===== src/rtl/seq_timing_pkg.sv =====
// Package: shared class codes, phase encoding and fixed timing constants
// for the instruction cycle timing sequencer.
package seq_timing_pkg;

    typedef enum logic [2:0] {
        CLS_ALU    = 3'd0,
        CLS_BRANCH = 3'd1,
        CLS_MEM    = 3'd2,
        CLS_WAIT   = 3'd3,
        CLS_HALT   = 3'd4,
        CLS_SLEEP  = 3'd5,
        CLS_MISC   = 3'd6,
        CLS_RSVD   = 3'd7
    } ins_class_e;

    typedef enum logic [1:0] {
        PH_HALT  = 2'd0,
        PH_FETCH = 2'd1,
        PH_EXEC  = 2'd2
    } phase_e;

    localparam int SHORT_FETCH = 2;
    localparam int LONG_FETCH  = 4;
    localparam int BASE_EXEC   = 2;

    // True when the completed class allows the short fetch.
    function automatic logic takes_short_fetch(input ins_class_e c);
        return (c == CLS_ALU) || (c == CLS_BRANCH);
    endfunction

endpackage


===== src/rtl/seq_len_calc.sv =====
// Module: seq_len_calc
// Works out, combinationally, two phase lengths. The execute length comes
// from the class and count now on the inputs. The next fetch length comes
// from the class that is finishing execution.
// Assumes: LEN_W can hold BASE_EXEC + the largest wait count and MEM_EXEC.
module seq_len_calc
    import seq_timing_pkg::*;
#(
    parameter int WAIT_W   = 8,
    parameter int MEM_EXEC = 4,
    parameter int LEN_W    = WAIT_W + 2
) (
    input  logic [2:0]        ins_class_i,
    input  logic [WAIT_W-1:0] wait_cnt_i,
    input  ins_class_e        done_class_i,
    output logic [LEN_W-1:0]  exec_len_o,
    output logic [LEN_W-1:0]  fetch_len_o
);

    ins_class_e cls_in;

    // Give the raw class bits their enum type.
    always_comb cls_in = ins_class_e'(ins_class_i);

    // Execute length for the class being sampled.
    always_comb begin
        unique case (cls_in)
            CLS_WAIT: exec_len_o = LEN_W'(BASE_EXEC) + LEN_W'(wait_cnt_i);
            CLS_MEM:  exec_len_o = LEN_W'(MEM_EXEC);
            default:  exec_len_o = LEN_W'(BASE_EXEC);
        endcase
    end

    // Fetch length after the class that just finished executing.
    always_comb begin
        if (takes_short_fetch(done_class_i))
            fetch_len_o = LEN_W'(SHORT_FETCH);
        else
            fetch_len_o = LEN_W'(LONG_FETCH);
    end

endmodule


===== src/rtl/seq_phase_ctrl.sv =====
// Module: seq_phase_ctrl
// Phase state machine and cycle counter. It moves halted -> fetch -> execute
// -> fetch ... and goes back to halted after a halt instruction. The
// counter advances only on granted cycles in memory-touching phases.
// Assumes: exec_len_i and fetch_len_i are at least 1 (always 2 or more here).
module seq_phase_ctrl
    import seq_timing_pkg::*;
#(
    parameter int LEN_W = 10
) (
    input  logic             clk,
    input  logic             rst_n,
    input  logic             start_i,
    input  logic             grant_i,
    input  logic             timer_en_i,
    input  logic [2:0]       ins_class_i,
    input  logic [LEN_W-1:0] exec_len_i,
    input  logic [LEN_W-1:0] fetch_len_i,
    output phase_e           phase_o,
    output ins_class_e       cls_q_o,
    output logic             fetch_last_o,
    output logic             exec_last_o,
    output logic             timer_restart_o
);

    phase_e           phase_q;
    ins_class_e       cls_q;
    logic [LEN_W-1:0] cnt_q;
    logic [LEN_W-1:0] len_q;
    logic             restart_q;
    logic             advance;
    logic             at_end;

    // Decide whether this cycle counts toward the current phase.
    always_comb begin
        unique case (phase_q)
            PH_FETCH: advance = grant_i;
            PH_EXEC:  advance = grant_i || (cls_q != CLS_MEM);
            default:  advance = 1'b0;
        endcase
    end

    // Flag the final counted cycle of the phase.
    always_comb at_end = advance && (cnt_q == len_q - LEN_W'(1));

    // Step the phase, the counter, the latched class and the timer pulse.
    always_ff @(posedge clk) begin
        if (!rst_n) begin
            phase_q   <= PH_HALT;
            cls_q     <= CLS_MISC;
            cnt_q     <= '0;
            len_q     <= LEN_W'(LONG_FETCH);
            restart_q <= 1'b0;
        end else begin
            restart_q <= 1'b0;
            unique case (phase_q)
                PH_HALT: begin
                    if (start_i) begin
                        phase_q <= PH_FETCH;
                        cnt_q   <= '0;
                        len_q   <= LEN_W'(LONG_FETCH);
                    end
                end
                PH_FETCH: begin
                    if (at_end) begin
                        phase_q <= PH_EXEC;
                        cnt_q   <= '0;
                        len_q   <= exec_len_i;
                        cls_q   <= ins_class_e'(ins_class_i);
                    end else if (advance) begin
                        cnt_q <= cnt_q + LEN_W'(1);
                    end
                end
                PH_EXEC: begin
                    if (at_end) begin
                        cnt_q <= '0;
                        if (cls_q == CLS_HALT) begin
                            phase_q   <= PH_HALT;
                            restart_q <= timer_en_i;
                        end else begin
                            phase_q <= PH_FETCH;
                            len_q   <= fetch_len_i;
                        end
                    end else if (advance) begin
                        cnt_q <= cnt_q + LEN_W'(1);
                    end
                end
                default: phase_q <= PH_HALT;
            endcase
        end
    end

    assign phase_o         = phase_q;
    assign cls_q_o         = cls_q;
    assign fetch_last_o    = (phase_q == PH_FETCH) && at_end;
    assign exec_last_o     = (phase_q == PH_EXEC) && at_end;
    assign timer_restart_o = restart_q;

    // an ungranted fetch cycle leaves the phase and its count untouched.
    p_stall_freeze_r8: assert property (@(posedge clk) disable iff (!rst_n)
        (phase_q == PH_FETCH && !grant_i) |=> (phase_q == PH_FETCH) && $stable(cnt_q));

    // execution of a non-memory class advances every cycle.
    p_nonmem_nostall_r9: assert property (@(posedge clk) disable iff (!rst_n)
        (phase_q == PH_EXEC && cls_q != CLS_MEM && !at_end)
        |=> (cnt_q == $past(cnt_q) + LEN_W'(1)));

    // the halted state holds without a start.
    p_halt_hold_r5: assert property (@(posedge clk) disable iff (!rst_n)
        (phase_q == PH_HALT && !start_i) |=> (phase_q == PH_HALT));

    // a start while halted enters fetch at once.
    p_start_fetch_r5: assert property (@(posedge clk) disable iff (!rst_n)
        (phase_q == PH_HALT && start_i) |=> (phase_q == PH_FETCH) && (cnt_q == '0));

    // the timer pulse appears only on entry into the halted state.
    p_restart_entry_r6: assert property (@(posedge clk) disable iff (!rst_n)
        restart_q |-> (phase_q == PH_HALT) && ($past(phase_q) == PH_EXEC));

    // every execute phase lasts at least the base length.
    p_exec_min_r3: assert property (@(posedge clk) disable iff (!rst_n)
        (phase_q == PH_FETCH && at_end) |=> (len_q >= LEN_W'(BASE_EXEC)));

endmodule


===== src/rtl/seq_period_sel.sv =====
// Module: seq_period_sel
// Holds the wakeup period selection. It captures the sleep select value
// at the end of fetch, commits it when a sleep instruction finishes
// executing, and drives the selected slot of the packed period inputs.
// Assumes: commit_i is only raised after a capture for the same instruction.
module seq_period_sel #(
    parameter int PW    = 16,
    parameter int NREG  = 5,
    parameter int SEL_W = $clog2(NREG)
) (
    input  logic             clk,
    input  logic             rst_n,
    input  logic             capture_i,
    input  logic             commit_i,
    input  logic [SEL_W-1:0] sel_i,
    input  logic [NREG*PW-1:0] period_regs_i,
    output logic [PW-1:0]    period_o
);

    logic [PW-1:0]    slot [NREG];
    logic [SEL_W-1:0] pend_q;
    logic [SEL_W-1:0] sel_q;
    logic             pend_ok;

    // Unpack the flat period bus into slots.
    for (genvar k = 0; k < NREG; k++) begin : g_slot
        assign slot[k] = period_regs_i[k*PW +: PW];
    end

    // Hold the select operand sampled at the end of fetch.
    always_ff @(posedge clk) begin
        if (!rst_n)         pend_q <= '0;
        else if (capture_i) pend_q <= sel_i;
    end

    // Accept only in-range indices.
    always_comb pend_ok = (int'(pend_q) < NREG);

    // Commit a valid selection when the sleep instruction finishes.
    always_ff @(posedge clk) begin
        if (!rst_n)                  sel_q <= '0;
        else if (commit_i && pend_ok) sel_q <= pend_q;
    end

    // Drive the chosen period.
    always_comb period_o = slot[sel_q];

    // the selection index never leaves the slot range.
    p_sel_range_r7: assert property (@(posedge clk) disable iff (!rst_n)
        int'(sel_q) < NREG);

    // without a commit the selection does not move.
    p_sel_hold_r7: assert property (@(posedge clk) disable iff (!rst_n)
        !commit_i |=> $stable(sel_q));

endmodule


===== src/rtl/seq_cycle_timer.sv =====
// Module: seq_cycle_timer (top)
// Fetch/execute cycle timing controller. It combines the length
// calculator, the phase controller and the period selector, and turns
// the phase into the three one-hot status outputs.
// Assumes: instruction fields are held steady through the fetch that samples them.
module seq_cycle_timer
    import seq_timing_pkg::*;
#(
    parameter int WAIT_W   = 8,
    parameter int MEM_EXEC = 4,
    parameter int PW       = 16,
    parameter int NREG     = 5,
    localparam int SEL_W   = $clog2(NREG)
) (
    input  logic               clk,
    input  logic               rst_n,
    input  logic               start_i,
    input  logic [2:0]         ins_class_i,
    input  logic [WAIT_W-1:0]  wait_cnt_i,
    input  logic [SEL_W-1:0]   sleep_sel_i,
    input  logic [NREG*PW-1:0] period_regs_i,
    input  logic               timer_en_i,
    input  logic               bus_grant_i,
    output logic               fetch_en_o,
    output logic               exec_busy_o,
    output logic               halted_o,
    output logic               timer_restart_o,
    output logic [PW-1:0]      period_o
);

    localparam int LEN_W = WAIT_W + 2;

    phase_e           phase;
    ins_class_e       cls_q;
    logic [LEN_W-1:0] exec_len;
    logic [LEN_W-1:0] fetch_len;
    logic             fetch_last;
    logic             exec_last;

    seq_len_calc #(
        .WAIT_W  (WAIT_W),
        .MEM_EXEC(MEM_EXEC),
        .LEN_W   (LEN_W)
    ) len_i (
        .ins_class_i (ins_class_i),
        .wait_cnt_i  (wait_cnt_i),
        .done_class_i(cls_q),
        .exec_len_o  (exec_len),
        .fetch_len_o (fetch_len)
    );

    seq_phase_ctrl #(
        .LEN_W(LEN_W)
    ) ctrl_i (
        .clk            (clk),
        .rst_n          (rst_n),
        .start_i        (start_i),
        .grant_i        (bus_grant_i),
        .timer_en_i     (timer_en_i),
        .ins_class_i    (ins_class_i),
        .exec_len_i     (exec_len),
        .fetch_len_i    (fetch_len),
        .phase_o        (phase),
        .cls_q_o        (cls_q),
        .fetch_last_o   (fetch_last),
        .exec_last_o    (exec_last),
        .timer_restart_o(timer_restart_o)
    );

    seq_period_sel #(
        .PW   (PW),
        .NREG (NREG),
        .SEL_W(SEL_W)
    ) per_i (
        .clk          (clk),
        .rst_n        (rst_n),
        .capture_i    (fetch_last),
        .commit_i     (exec_last && (cls_q == CLS_SLEEP)),
        .sel_i        (sleep_sel_i),
        .period_regs_i(period_regs_i),
        .period_o     (period_o)
    );

    // Decode the phase into status outputs.
    always_comb begin
        fetch_en_o  = (phase == PH_FETCH);
        exec_busy_o = (phase == PH_EXEC);
        halted_o    = (phase == PH_HALT);
    end

    // the status outputs are mutually exclusive and one is always set.
    p_one_phase_r2: assert property (@(posedge clk) disable iff (!rst_n)
        $onehot({fetch_en_o, exec_busy_o, halted_o}));

    // a fetch always follows execution unless the core parks.
    p_fetch_follows_r4: assert property (@(posedge clk) disable iff (!rst_n)
        (exec_busy_o && exec_last && cls_q != CLS_HALT) |=> fetch_en_o);

endmodule


===== config.mk =====
export PLATFORM = sky130hd
export DESIGN_NAME = seq_cycle_timer
export DESIGN_NICKNAME = d
export VERILOG_FILES = /design/src/rtl/seq_timing_pkg.sv /design/src/rtl/seq_len_calc.sv /design/src/rtl/seq_phase_ctrl.sv /design/src/rtl/seq_period_sel.sv /design/src/rtl/seq_cycle_timer.sv
export SDC_FILE = /design/constraint.sdc
export NUM_CORES = 1
export LEC_CHECK = 0
export BUFFER_PORTS_ARGS = -buffer_cell sky130_fd_sc_hd__buf_2
export CAP_MARGIN = 10
export CORE_MARGIN = 5
export CORE_UTILIZATION = 48
export CTS_BUF_LIST = sky130_fd_sc_hd__clkbuf_4 sky130_fd_sc_hd__clkbuf_8 sky130_fd_sc_hd__clkbuf_16
export CTS_CLUSTER_DIAMETER = 60
export DETAILED_ROUTE_END_ITERATION = 12
export MAX_ROUTING_LAYER = met4
export PLACE_DENSITY = 0.82
export SLEW_MARGIN = 5
export SYNTH_ARGS = -nofsm -noshare
export SYNTH_HDL_FRONTEND = slang
export SYNTH_SLANG_ARGS = --single-unit

===== constraint.sdc =====
create_clock -name clk -period 3.6 [get_ports clk]
set_input_delay 0.36 -clock clk [delete_from_list [all_inputs] [get_ports clk]]
set_output_delay 0.36 -clock clk [all_outputs]
set_load 0.01 [all_outputs]

; Word level (Yosys, flattened, before mapping)
; Cells that the tools add are included.
[op_classes]
n_addsub = 3
n_lt_le_gt_ge = 2
eq_ne = 14
n_mux = 20
bitwise = 1
n_reduce_logical = 17
[ops]
columns = op, n
row1 = $mux W10, 7
row2 = $bmux W16 S3, 1
row3 = $pmux W10 S2, 2
row4 = $mux W16, 2
row5 = $pmux W10 S3, 1
row6 = $add A10 B1 Y10 const B, 1
row7 = $eq A10 B10 Y1, 1
row8 = $sub A10 B1 Y10 const B, 1
row9 = $add A2 B8 Y9 const A, 1
row10 = $eq A3 B2 Y1 const B, 2
row11 = $eq A3 B3 Y1 const B, 2
row12 = $mux W2, 3
row13 = $pmux W2 S3, 1
row14 = $reduce_and A3 Y1, 2
row15 = $logic_and A1 B1 Y1, 5
row16 = $reduce_and A5 Y1, 1
row17 = $ge A4 B4 Y1 const B, 1
row18 = $ne A2 B1 Y1 const B, 2
row19 = $ne A2 B2 Y1 const B, 2
row20 = $not A3 Y4, 1
row21 = $reduce_and A4 Y1, 1
row22 = $eq A3 B1 Y1 const B, 1
row23 = $logic_not A3 Y1, 1
row24 = $lt A3 B3 Y1 const B, 1
row25 = 13 further kinds, 14
[word_totals]
reg_bits = 32
in_bits = 99
out_inout_bits = 20

; Longest topological paths before layout
[logic_depth]
word_depth = 7
depth_mapped = 11
ltp_nobuf = 9

; By module
; A second synthesis with hierarchy kept.
[hier_totals]
hier_cells = 362
area_unflattened_um2 = 2997.9
[by_module_without_submodules]
columns = module, n_inst, cells_each, area_per_inst_um2
row1 = seq_phase_ctrl, 1, 220, 1794.2
row2 = seq_period_sel, 1, 98, 932.1
row3 = seq_len_calc, 1, 40, 242.7
row4 = seq_cycle_timer, 1, 4, 28.8

; Least setup slack after synthesis
; Ideal clock, no wire load.
[synth_timing]
path_kind = flip-flop to flip-flop
from = reg ctrl_i.phase_q[1] (netlist: ctrl_i.phase_o[1])
to = reg ctrl_i.len_q[2]
setup_ns = 0.121
arrival_ns = 2.645
required_time_ns = 3.479
setup_slack_ns = 0.834
path_stages_with_launch = 12
n_path_buf = 2
synth_period_minus_slack_ns = 2.766
cell_sequence = dfxtp_1 -> inv_1 -> ha_1 -> buf_2 -> a21oi_1 -> or2_1 -> or4_4 -> nor3_4 -> nand3_2 -> o2bb2a_4 -> buf_6 -> mux2_4
[synth_between]
elab_chain_len = 5
elab_cells_between_ends = 12
cone_classes = eq/ne (6) / mux (2) / reduce/logical (4)
[synth_rtl]
columns = item, line
row1 = "start, declared", seq_phase_ctrl.sv:26  ; phase_e phase_q;
row2 = "start signal, assigned", seq_phase_ctrl.sv:49  ; phase_q <= PH_HALT;
row3 = "start signal, assigned", seq_phase_ctrl.sv:59  ; phase_q <= PH_FETCH;
row4 = "start signal, assigned", seq_phase_ctrl.sv:66  ; phase_q <= PH_EXEC;
row5 = $eq A2 B1 Y1 (*), --
row6 = via fetch_en_o, seq_cycle_timer.sv:24  ; output logic fetch_en_o,
row7 = $pmux W1 S2, seq_phase_ctrl.sv:36  ; unique case (phase_q)
row8 = $logic_and A1 B1 Y1, seq_phase_ctrl.sv:44  ; always_comb at_end = advance && (cnt_q == len_q - LEN_W'(1));
row9 = $ne A2 B1 Y1 (no source line), --
row10 = $reduce_and A5 Y1 (no source line), --
row11 = "end signal, assigned", seq_phase_ctrl.sv:52  ; len_q <= LEN_W'(LONG_FETCH);
row12 = "end signal, assigned", seq_phase_ctrl.sv:61  ; len_q <= LEN_W'(LONG_FETCH);
row13 = "end signal, assigned", seq_phase_ctrl.sv:68  ; len_q <= exec_len_i;
row14 = "end, declared", seq_phase_ctrl.sv:29  ; logic [LEN_W-1:0] len_q;
; The timed path passes the listed nets; every way through them passes the cells marked *.
; A chain may end at the register's enable or synchronous reset.

; Final worst setup path
[layout_timing]
from = reg ctrl_i.phase_q[1] (netlist: ctrl_i.phase_o[1])
to = reg ctrl_i.len_q[2]
[layout_between]
elab_chain_len = 5
elab_cells_between_ends = 12
cone_classes = eq/ne (6) / mux (2) / reduce/logical (4)
[layout_rtl]
columns = item, line
row1 = $eq A2 B2 Y1 / $eq A2 B1 Y1 (equally long branches), "seq_phase_ctrl.sv:36, seq_phase_ctrl.sv:56"
row2 = $pmux W1 S2, seq_phase_ctrl.sv:36
row3 = $logic_and A1 B1 Y1, seq_phase_ctrl.sv:44
row4 = $ne A2 B1 Y1 (no source line), --
row5 = $reduce_and A5 Y1 (no source line), --
; Several ways; a longest one is shown, not always the timed one.

==> run_results.csv <==
group,metric,value,unit
status,status,"completed",
timing,fin_crit,2870,ps
route,dr.pass1.iters,4,
clock_network,cts_root_buf,"clkbuf_8",
flow_run,drv_cap,0,
synth,netlist_top_cells_count,"mux2i_1 (45), nand2_1 (38), nor2_1 (32)",
power_and_ir_drop,p_sw_frac,0.336,
timing,final_max_slew_viol_count,0,
die,ios,119,
clock_network,cts.hold.buffers_added,0,
synth,synth_edf_count,0,
synth,synth_top_area_share,0.241,
global_routing,grt_pass1_vias,2613,
clock_network,cts_resized,0,
route,drt_iter0_drc,174,
layout,fin_nets,547,
clock_network,worstSkewPairLatency,280,ps
timing,min_period_over_period,0.796,
synth,yosys_warnings,0,
route,wl_met3,470,um
placed_design,gp_congestion,0.934,
layout,fill_cells,468,
synth,syn_area,0.00258,mm2
synth,syn-instance-count,335,
power_and_ir_drop,power.density,294,mW/mm2
setup_path,worstSetupStartpointType,"register",
clock_network,numCtsBuffers,5,
synth,netlist_top_cells_area,"dfxtp_1 (24%), mux2i_1 (17%), nand2_1 (5.5%), nor2_1 (4.7%), o22ai_1 (3.6%)",
route,route.met2.wl,3.86,mm
clock_network,clock-sinks,31,
timing,clock.fmax,349,MHz
synth,avgSynthCellArea,7.70,um2
setup_path,arrival,3040,ps
timing,setup_viol,0,
synth,yosys.area.top_type,"dfxtp_1",
route,drtAntennaViolNets,0,
die,die_w,83.3,um
route,vias,2821,
route,via_per_inst,5.51,
setup_path,cp_max_fo,9,
placed_design,pre_cts_ws,807,ps
clock_network,htree_levels,2,
route,wl_per_cell,15.2,um
timing,fin_skew,4.87,ps
setup_path,critPathRequiredTime,3770,ps
layout,seqCellArea,621,um2
die,dieArea,0.00694,mm2
die,core-area,0.00517,mm2
clock_network,cts.reportedPaths.clkPinSlew,70,ps
die,die_h,83.3,um
synth,yosysSeqAreaShare,0.241,
global_routing,grt_max_degree,38,
die,row_count,26,
global_routing,grt_usage,0.220,
power_and_ir_drop,p_sw,0.323,mW
global_routing,grt_first_pass_wirelength,12.5,mm
die,start_util,0.499,
timing,grt_setup_unrepaired,"false",
synth,yosysMostFrequentCell,"mux2i_1",
power_and_ir_drop,comb_power_share,0.339,
hold_path,hold_path.class,"in2reg",
timing,worst_slack,733,ps
layout,drive_above_1_share,0.312,
power_and_ir_drop,internal-power,0.640,mW
global_routing,antenna_found_initial,0,
synth,synth_nets,441,
timing,timing.slew.headroom,0.279,
clock_network,cts_setup_buffers,0,
layout,multi_input_area,0.00181,mm2
power_and_ir_drop,seqPwrFrac,0.379,
setup_path,critPathKind,"reg2reg",
power_and_ir_drop,clkPwrFrac,0.282,
route,dr.max_layer_used,"met4",
route,met1_length,3.31,mm
timing,timing_worst_slew_pin_value,1080,ps
timing,hold_viol_final,0,
global_routing,grt.overflow.total,0,
synth,async_flop_share,0,
synth,ys.flop_type,"dfxtp_1",
setup_path,endpoint_kind,"register",
placed_design,dpl.hpwl,6.29,mm
synth,yosys.cell_types.count,52,
timing,setup_tns,0,ps
route,drt_wl_total,7.77,mm
power_and_ir_drop,p_leak,1.39,nW
route,drc,0,
clock_network,cts_tree,"yes",
layout,syn_to_final_growth,27.2,%
layout,n_antenna_cell,0,
placed_design,port_buffers,118,
power_and_ir_drop,ir_worst_vdd,216,uV
synth,synth_seq_cells,31,
clock_network,cts_buffer_depth,2,
## layout by cell type (no fill, tap or decap), types with 4 or more instances in the layout
master	Yosys	final
nor2b_1	4	4
clkbuf_8	0	5
ha_1	7	7
o21ai_0	13	13
a21oi_1	18	18
nor3_1	5	5
dfxtp_1	31	31
buf_4	0	4
o22ai_1	15	15
o211ai_1	4	4
nand2_1	38	38
nor2_1	32	32
nand4_1	10	10
mux2i_1	45	45
xor2_1	10	10
inv_1	15	15
xnor2_1	10	10
nand3_1	13	13
buf_2	2	118
## final timing paths
path                                           to  cells after the start  slack (ps)              start
worst min-delay path            ctrl_i.cls_q_o[2]                      3         310     ins_class_i[2]
worst min register to register    per_i.pend_q[2]                      2         500    per_i.pend_q[2]
worst max-delay path              ctrl_i.len_q[2]                      9         730  ctrl_i.phase_o[1]
worst max register to register    ctrl_i.len_q[2]                      9         730  ctrl_i.phase_o[1]
## logic make-up after synthesis
| family | Yosys count | share of synthesized area |
|---|---|---|
| AND/OR/NAND/NOR | 123 | 0.240 |
| AO/OA/AOI/OAI | 69 | 0.169 |
| multiplexers | 47 | 0.189 |
| buffers and inverters | 38 | 0.0592 |
| flip-flops | 31 | 0.241 |
| XOR/XNOR | 20 | 0.0679 |
| adder cells (fa/ha/maj) | 7 | 0.0340 |
## metrics by stage
step           power, mW  hold slack [ps]  cells   util  instance area [um2]
2_1_floorplan      0.590              457    335      -                 2580
6_report           0.963              308    512  0.634                 3280
5_1_grt             1.02              316    512  0.634                 3280
4_1_cts            0.968              297    512  0.634                 3280
3_3_place_gp       0.685              488    504  0.617                 3190
3_5_place_dp       0.693              495    504  0.617                 3190
## cell type report
class | count | area share
multi-input combinational | 266 | 0.551
sequential | 31 | 0.189
timing repair buffer | 122 | 0.189
tap | 70 | 0.0267
clock buffer | 6 | 0.0233
inverter | 15 | 0.0172
clock inverter | 2 | 0.00382
## registers in the layout, summed over array words and instances (netlist names)
signal                  cells
ctrl_i.cnt_q               10
ctrl_i.len_q                9
ctrl_i.cls_q_o              3
per_i.pend_q                3
per_i.sel_q                 3
ctrl_i.phase_o              2
ctrl_i.timer_restart_o      1
## layer usage
layer	global-route usage	up-vias
li1	-	1417
met1	0.276	1299
met2	0.360	91
met3	0.0446	14
met4	0.0579	0
met5	-	-
## worst max-delay path, cell delays in order (launching register included)
cell and delay [ps]:
dfxtp_1 350, inv_1 90, ha_1 310, a21oi_1 100, or2_1 260, or4_4 540
nor3_4 310, nand3_2 170, o2bb2a_4 320, mux2_4 310
## power by group through the flow
stage	combinational, mW	clock (mW)	sequential, mW
after floorplan	0.220	0	0.370
after global placement	0.313	0	0.372
after detailed placement	0.321	0	0.373
after CTS	0.324	0.278	0.365
after global routing	0.357	0.297	0.367
final	0.326	0.272	0.365
Power figures use the tool's default switching activity.
